[src/rtl/tick_cmp_timer.sv]
module tick_cmp_timer #(
  parameter int CW      = 64,
  parameter int VARIANT = 0
) (
  input  logic          clk,
  input  logic          rst_n,
  input  logic          tick_en,
  input  logic          wr_en,
  input  logic          wr_sel,
  input  logic [CW-1:0] wr_data,
  input  logic          rd_sel,
  output logic [CW-1:0] rd_data,
  output logic          soft_set_tm,
  output logic          soft_set_stm,
  output logic          wake
);
  localparam int VW = CW - 1;

  logic [VW-1:0] cnt_q, lim_q;
  logic          dis_q, armed_q, fire_q;

  wire [VW-1:0] wr_val  = wr_data[VW-1:0];
  wire          wr_flag = wr_data[CW-1];
  wire          cnt_wr  = wr_en && !wr_sel;
  wire          lim_wr  = wr_en && wr_sel;
  wire          hit     = armed_q && !dis_q && tick_en && !wr_en && (cnt_q >= lim_q);

  always_ff @(posedge clk) begin
    if (!rst_n) begin
      cnt_q   <= '0;
      lim_q   <= '0;
      dis_q   <= 1'b1;
      armed_q <= 1'b0;
      fire_q  <= 1'b0;
    end else begin
      fire_q <= hit;
      if (cnt_wr) begin
        cnt_q <= wr_val;
        dis_q <= wr_flag;
        if (wr_flag) armed_q <= 1'b0;
      end else if (tick_en) begin
        cnt_q <= cnt_q + {{(VW-1){1'b0}}, 1'b1};
      end
      if (lim_wr) begin
        lim_q   <= wr_val;
        dis_q   <= wr_flag;
        armed_q <= (wr_val != '0) && !wr_flag;
      end else if (hit) begin
        armed_q <= 1'b0;
      end
    end
  end

  assign rd_data = {dis_q, rd_sel ? lim_q : cnt_q};
  assign wake    = fire_q;

  generate
    if (VARIANT == 0) begin : g_tick
      assign soft_set_tm  = fire_q;
      assign soft_set_stm = 1'b0;
    end else begin : g_stick
      assign soft_set_tm  = 1'b0;
      assign soft_set_stm = fire_q;
    end
  endgenerate
endmodule

[config.mk]
export PLATFORM = sky130hd
export DESIGN_NAME = tick_cmp_timer
export DESIGN_NICKNAME = d
export VERILOG_FILES = /design/src/rtl/tick_cmp_timer.sv
export SDC_FILE = /design/constraint.sdc
export NUM_CORES = 1
export LEC_CHECK = 0
export ABC_AREA = 0
export BUFFER_PORTS_ARGS = -buffer_cell sky130_fd_sc_hd__buf_2
export CORE_MARGIN = 4
export CORE_UTILIZATION = 25
export DETAILED_ROUTE_END_ITERATION = 12
export SYNTH_ARGS = -nofsm -noshare
export SYNTH_HDL_FRONTEND = slang
export SYNTH_SLANG_ARGS = --single-unit
[constraint.sdc]
create_clock -name clk -period 3.71 [get_ports clk]
set_input_delay 0.742 -clock clk [delete_from_list [all_inputs] [get_ports clk]]
set_output_delay 0.742 -clock clk [all_outputs]
set_load 0.1 [all_outputs]
* Word-level counts from Yosys, hierarchy flattened
Cells that the tools add are included.
** Operators by class
- Muxes and demuxes :: 9
- Magnitude comparators :: 1
- $add $sub $neg :: 1
- Reductions and logical operators :: 17
** Operators with widths (count)
- $mux W63 :: 3
- $add A63 B1 Y63 const B :: 1
- $ge A63 B63 Y1 :: 1
- $reduce_bool A63 Y1 :: 1
- $logic_and A1 B1 Y1 :: 7
- $mux W1 :: 6
- $reduce_bool A3 Y1 :: 2
- $logic_not A1 Y1 :: 4
- $reduce_bool A2 Y1 :: 2
- $reduce_and A2 Y1 :: 1
** Storage, ports and cells
- Register bits after elaboration :: 129
- Logic and storage cells :: 33
- Input port bits :: 70

* Depth between registers and ports, before layout
Gate-level depths: netlist (run 1).
- Word-level depth :: 7
- Depth in mapped cells :: 9

* Least setup slack after synthesis (run 1)
Ideal clock, no wire load.
- Path type :: input to output
- Start point :: input rd_sel
- End point :: output rd_data[0]
- Stages on the path :: 3
- Arrival time :: 3.289 ns
- Path buffers :: 2
- Path slack :: -0.321 ns
- Cell sequence :: clkbuf_1 -> clkbuf_1 -> o21ai_0
** Between the ends
- Longest elaborated chain between the ends :: 1
** Ends and longest elaborated chain
- start, declared :: line 11 : input logic rd_sel,
- $mux W63 :: line 54 : assign rd_data = {dis_q, rd_sel ? lim_q : cnt_q};
- end, declared :: line 12 : output logic [CW-1:0] rd_data,
No other way between the ends.

* Worst setup path in the final report (run 1)
- Start point :: register cnt_q[24]
- End point :: register cnt_q[60]
** Between the ends
- Longest elaborated chain between the ends :: 3
** Ends and longest elaborated chain
- start, declared :: line 19 : logic [VW-1:0] cnt_q, lim_q;
- start signal, assigned :: line 38 : cnt_q <= wr_val;
- start signal, assigned :: line 42 : cnt_q <= cnt_q + {{(VW-1){1'b0}}, 1'b1};
- $add A63 B1 Y63 :: line 42
- $mux W63 :: line 41 : end else if (tick_en) begin
- $mux W63 :: line 37 : if (cnt_wr) begin
No other way between the ends. The select of a mux whose other input is x is not followed.
A chain may end at the register's enable or synchronous reset.

==> results of run 1 <==
==> cell type report <==
type,instances,area [um^2]
inverters,72,270
flip-flops and latches,129,2580
repair buffers,149,818
fillers,3290,21400
clock buffers,20,457
well taps,396,495
clock inverters,11,131
multi-input cells,754,4880
==> metrics by stage <==
| step | power, mW | utilization | setup slack [ns] | std cells | TNS [ns] |
|---|---|---|---|---|---|
| 3_5_place_dp | 2.59 | 0.292 | 0.805 | 1500 | 0 |
| 3_3_place_gp | 2.58 | 0.292 | 0.878 | 1500 | 0 |
| 2_1_floorplan | 2.31 | - | -0.321 | 1008 | -1.28 |
| 4_1_cts | 4.32 | 0.311 | 0.924 | 1531 | 0 |
| 6_report | 4.28 | 0.311 | 0.896 | 1531 | 0 |
| 5_1_grt | 4.47 | 0.311 | 0.520 | 1531 | 0 |
==> kinds of logic after synthesis <==
logic type / share of synthesized area
flops: 0.325
mux: 0.0875
compound gates: 0.148
simple gates: 0.209
xor+xnor: 0.0673
fa+ha+maj: 0.101
other cells: 0.000472
buf+inv: 0.0616
==> routing by layer <==
layer	wire length, um	up-vias	GRT usage	share of wire
li1	-	3747	-	-
met1	12600	3506	0.205	0.47
met2	12100	192	0.242	0.46
met3	1480	23	0.0366	0.056
met4	258	6	0.0294	0.0098
met5	34	-	0	0.0013
==> report_power, final <==
| group | switching, mW | internal (mW) |
|---|---|---|
| sequential | 0.0967 | 1.47 |
| clock | 0.693 | 1.03 |
| combinational | 0.713 | 0.288 |
| total | 1.50 | 2.78 |
==> worst paths after layout <==
check	start	end	slack, ns	cells after the start
worst max-delay path	cnt_q[24]	cnt_q[60]	0.90	7
worst min-delay path	lim_q[33]	lim_q[33]	0.47	2
worst max register to register	cnt_q[24]	cnt_q[60]	0.90	7
worst min register to register	lim_q[33]	lim_q[33]	0.47	2
==> critical path: cells and delay by family, from the launching register on <==
kind | cells | cell delay, ns
simple gates | 5 | 1.94
flops | 1 | 0.44
xor+xnor | 1 | 0.19
compound gates | 1 | 0.09
==> state kept, by name, summed over array words and instances, names as in the netlist <==
signal and cells:
soft_set_tm 1, armed_q 1, lim_q 63, dis_q 1
cnt_q 63
==> layout by cell type, fill, tap and decap left out, types with 3 or more instances in the layout <==
cell,n
ha_1,64
nand2_1,169
nor2_1,58
nand4_1,32
and3_1,14
buf_2,135
xnor2_1,25
clkinvlp_4,3
nand3_1,27
and4_1,7
nor4_1,23
o21ai_0,45
a211oi_1,35
nor3_1,10
inv_1,71
buf_4,11
clkbuf_16,17
mux2i_1,3
a21oi_1,115
clkinv_4,3
xor2_1,36
dfxtp_1,129
buf_12,3
mux2_2,59
==> results.py, run 1 <==
metrics = {
    "die": {
        "io_pins": 137,
        "num_rows": 64,
        "die_w_um": 186,
        "coreArea_um2": 31000,
        "start_util": 0.256,
        "die_h_um": 186,
        "die-area_um2": 34700,
    },
    "synth": {
        "synth_flop_cell": "dfxtp_1",
        "synth_top_area_frac": 0.325,
        "synth_edf_count": 0,
        "avgSynthCellArea_um2": 7.88,
        "synth_cells": 1008,
        "seq_area_frac_synth": 0.325,
        "ys_async_sr_fraction": 0,
        "synthesis.nets": 1142,
        "synth.yosys.warnings": 0,
        "ys_types": 47,
        "synth_area_um2": 7940,
        "ys_ff_latch": 129,
        "ys_top_cells_by_area": "dfxtp_1, ha_1, mux2_2, nand2_1, a21oi_1",
        "synth_top_cell_by_area": "dfxtp_1",
        "yosysMostFrequentCell": "nand2_1",
        "ys_top_cells_by_count": "nand2_1, dfxtp_1, a21oi_1, inv_1, ha_1",
    },
    "detailed_routing": {
        "route.detailed.drc": 0,
        "vias": 7474,
        "drt_wl_total_um": 26500,
        "ant_nets": 0,
        "via_per_inst": 4.88,
        "drtIter0Drc": 382,
        "drt-pass1-iter-count": 5,
        "wl_per_cell_um": 17.3,
    },
    "run": {
        "max_cap_violations": 0,
    },
    "timing": {
        "slew_headroom": 0.248,
        "fin_crit_sh": 0.758,
        "rsz0062_at_grt": "no",
        "timing.fmax_ghz": 0.355,
        "hold_slack_ns": 0.468,
        "hold_viol": 0,
        "fin_crit_ns": 2.81,
        "finalSetupViolations": 0,
        "maxSlewViolCount": 0,
        "max_slew.worst_pin.slew_ns": 1.13,
        "clock_skew_ns": 0.0112,
    },
    "clock_network": {
        "htree_levels": 4,
        "postCtsSetupBuffers": 0,
        "clock_path_buffers": 2,
        "ctsHoldBuffers": 0,
        "cts_buffers": 17,
        "clk_pin_slew_ns": 0.06,
        "cts_tree": "yes",
        "cts_resized": 0,
        "cts-root-buf": "clkbuf_16",
        "clk_latency_ns": 0.42,
        "cts_sinks": 129,
    },
    "setup_path": {
        "critPathKind": "reg2reg",
        "critPathCaptureType": "flip-flop",
        "crit_top_cell": "nand4_1",
        "max_stage_delay_ns": 0.59,
        "path_max_fanout": 7,
        "critPathRequiredTime_ns": 3.97,
        "cp.arrival_ns": 3.07,
        "crit_path_start_kind": "flip-flop",
        "cp_slowest_cell": "nor4_1",
        "path_cells": "nand4_1, nor4_1, nand4_1, nor3_1, nand4_1, xor2_1, a21oi_1",
    },
    "grt": {
        "grt_max_degree": 106,
        "track_usage": 0.150,
        "grt_pass1_vias": 7301,
        "antenna_found_initial": 3,
        "gr-total-overflow": 0,
        "grt_pass1_wl_um": 40600,
    },
    "layout": {
        "stdcell_area_um2": 9640,
        "num_antenna_cells": 0,
        "drive_above_1_share": 0.216,
        "syn_to_final_growth_pct": 21.4,
        "final_nets": 1257,
    },
    "placed_design": {
        "place_hpwl_um": 19400,
        "gp_congestion": 0.826,
        "placed_area_um2": 9050,
        "port_buffers": 135,
    },
    "pwr": {
        "ir_worst_vdd_mv": 0.319,
        "cellLeakagePower_nw": 3.84,
        "p_per_area_nw_per_um2": 445,
    },
    "status": {
        "status": "completed",
    },
    "worst_hold_path": {
        "holdCritPathClass": "reg2reg",
    },
}
No activity file was read; power rests on OpenSTA's default activity.
==> run 2: changes to the inputs <==
clock period = 2.7 ns   (was 3.71 ns; I/O delays follow)
==> results.py, run 2 (same netlist as run 1, synthesis figures left out) <==
metrics = {
    "die": {
        "coreArea_um2": 31000,
        "io_pins": 137,
        "die_w_um": 186,
        "die_h_um": 186,
        "die-area_um2": 34700,
        "start_util": 0.256,
        "num_rows": 64,
    },
    "pwr": {
        "ir_worst_vdd_mv": 0.458,
        "clockPowerShare": 0.379,
        "p_sw_mw": 2.10,
        "switching_share": 0.344,
        "p_per_area_nw_per_um2": 565,
        "seq_power_share": 0.348,
        "cellLeakagePower_nw": 4.19,
        "comb_power_share": 0.273,
        "cell_internal_pwr_mw": 4.01,
    },
    "detailed_routing": {
        "route.detailed.drc": 0,
        "ant_nets": 0,
        "wl_per_cell_um": 16.9,
        "drt_wl_total_um": 26400,
        "drtIter0Drc": 584,
        "drt-pass1-iter-count": 5,
        "vias": 7585,
        "via_per_inst": 4.87,
    },
    "clock_network": {
        "clk_latency_ns": 0.43,
        "cts_sinks": 129,
        "cts_tree": "yes",
        "postCtsSetupBuffers": 0,
        "cts-root-buf": "clkbuf_16",
        "cts_buffers": 17,
        "htree_levels": 4,
        "clock_path_buffers": 2,
        "clk_pin_slew_ns": 0.06,
    },
    "setup_path": {
        "cp_slowest_cell": "or4_1",
        "path_cells": "nand4_1, or3_1, or4_1, or2_1, nor3_2, xnor2_1, a21oi_1",
        "crit_path_start_kind": "flip-flop",
        "max_stage_delay_ns": 0.56,
        "critPathRequiredTime_ns": 3.01,
        "cp.buffers_inverters": 0,
        "path_max_fanout": 6,
        "critical-path-top-delay-family": "simple AND/OR/NAND/NOR gates",
        "cp.arrival_ns": 2.83,
        "critPathKind": "reg2reg",
        "critPathCaptureType": "flip-flop",
    },
    "timing": {
        "fin_crit_sh": 0.933,
        "max_slew.worst_pin.slew_ns": 0.589,
        "finalSetupViolations": 0,
        "fin_crit_ns": 2.52,
        "rsz0062_at_grt": "no",
        "maxSlewViolCount": 0,
        "clock_skew_ns": 0.0129,
        "slew_headroom": 0.604,
        "timing.fmax_ghz": 0.397,
        "hold_viol": 0,
    },
    "layout": {
        "fin_cells": 1557,
        "reg_top3": "cnt_q x63, lim_q x63",
        "fillers": 3161,
        "final_cell_mix": "nand2_1, dfxtp_1, a21oi_1",
        "drive_above_1_share": 0.236,
        "syn_to_final_growth_pct": 36.1,
        "final_common_cell": "nand2_1",
        "final_nets": 1281,
        "stdcell_area_um2": 10800,
    },
    "worst_hold_path": {
        "holdCritPathClass": "in2reg",
    },
    "placed_design": {
        "port_buffers": 135,
        "place_hpwl_um": 19900,
        "gp_congestion": 0.862,
        "dp.cells": 1524,
        "placed_area_um2": 10200,
    },
    "grt": {
        "antenna_found_initial": 3,
        "grt_pass1_wl_um": 40700,
        "grt_pass1_vias": 7278,
        "track_usage": 0.150,
        "gr-total-overflow": 0,
        "grt_max_degree": 68,
    },
    "status": {
        "status": "completed",
    },
    "run": {
        "max_cap_violations": 0,
    },
}
## run 2: cell types whose count changed in the layout (fill, tap and decap cells not counted), moves of 2 or more
cell,change
buf_2,-63
o21ai_0,-4
o21ai_1,+4
clkinv_2,+4
diode_2,+2
buf_4,+22
clkinv_4,-2
buf_12,+65
## run 2: stage by stage
| stage | power (mW) | setup slack [ns] | setup TNS (ns) | utilization | hold WS [ns] |
|---|---|---|---|---|---|
| floorplan | 3.18 | -0.183 | -0.732 | - | 0.446 |
| global placement | 3.79 | -0.148 | -0.291 | 0.329 | 0.453 |
| detailed placement | 3.81 | -0.0879 | -0.169 | 0.329 | 0.460 |
| CTS | 6.14 | 0.0367 | 0 | 0.348 | 0.352 |
| global route | 6.35 | 0.0284 | 0 | 0.349 | 0.368 |
| finish | 6.11 | 0.180 | 0 | 0.349 | 0.371 |
## run 2: timing repair
action / 4_1_cts / 5_1_grt
setup endpoints to repair: 2 / 2
resized for setup: 1 / 4
hold endpoints to repair: 0 / 0
hold buffers: 0 / 0
## run 2: worst paths after layout
| check | start | end | slack (ns) | cells past startpoint |
|---|---|---|---|---|
| worst min-delay path | wr_data[12] | lim_q[12] | 0.37 | 3 |
| worst max register to register | cnt_q[15] | cnt_q[52] | 0.18 | 7 |
| worst max-delay path | cnt_q[15] | cnt_q[52] | 0.18 | 7 |
| worst min register to register | lim_q[24] | lim_q[24] | 0.46 | 2 |
## run 2: worst min-delay path, cell delays in order
cell and delay (ns):
buf_2 0.11, nand2_1 0.05, a21oi_1 0.05
## run 2: routing by layer
metal | wire length [um] | track usage
met1 | 12300 | 0.206
met5 | 17 | 0
met2 | 12200 | 0.238
met3 | 1430 | 0.0319
met4 | 367 | 0.0423
## run 2: area by class of cell
class	instances	area, um^2	area share
flip-flops and latches	129	2580	0.239
inverters	72	270	0.0250
well taps	396	495	0.0458
clock inverters	13	135	0.0125
diodes	2	5.00	0.000463
multi-input cells	754	4910	0.454
clock buffers	18	439	0.0406
repair buffers	173	1970	0.182
## run 2: power by group through the flow
stage	Sequential, mW	Clock (mW)	Combinational, mW
finish	2.13	2.32	1.67
global route	2.14	2.42	1.78
CTS	2.13	2.36	1.66
detailed placement	2.17	0	1.64
global placement	2.16	0	1.63
floorplan	2.15	0	1.03
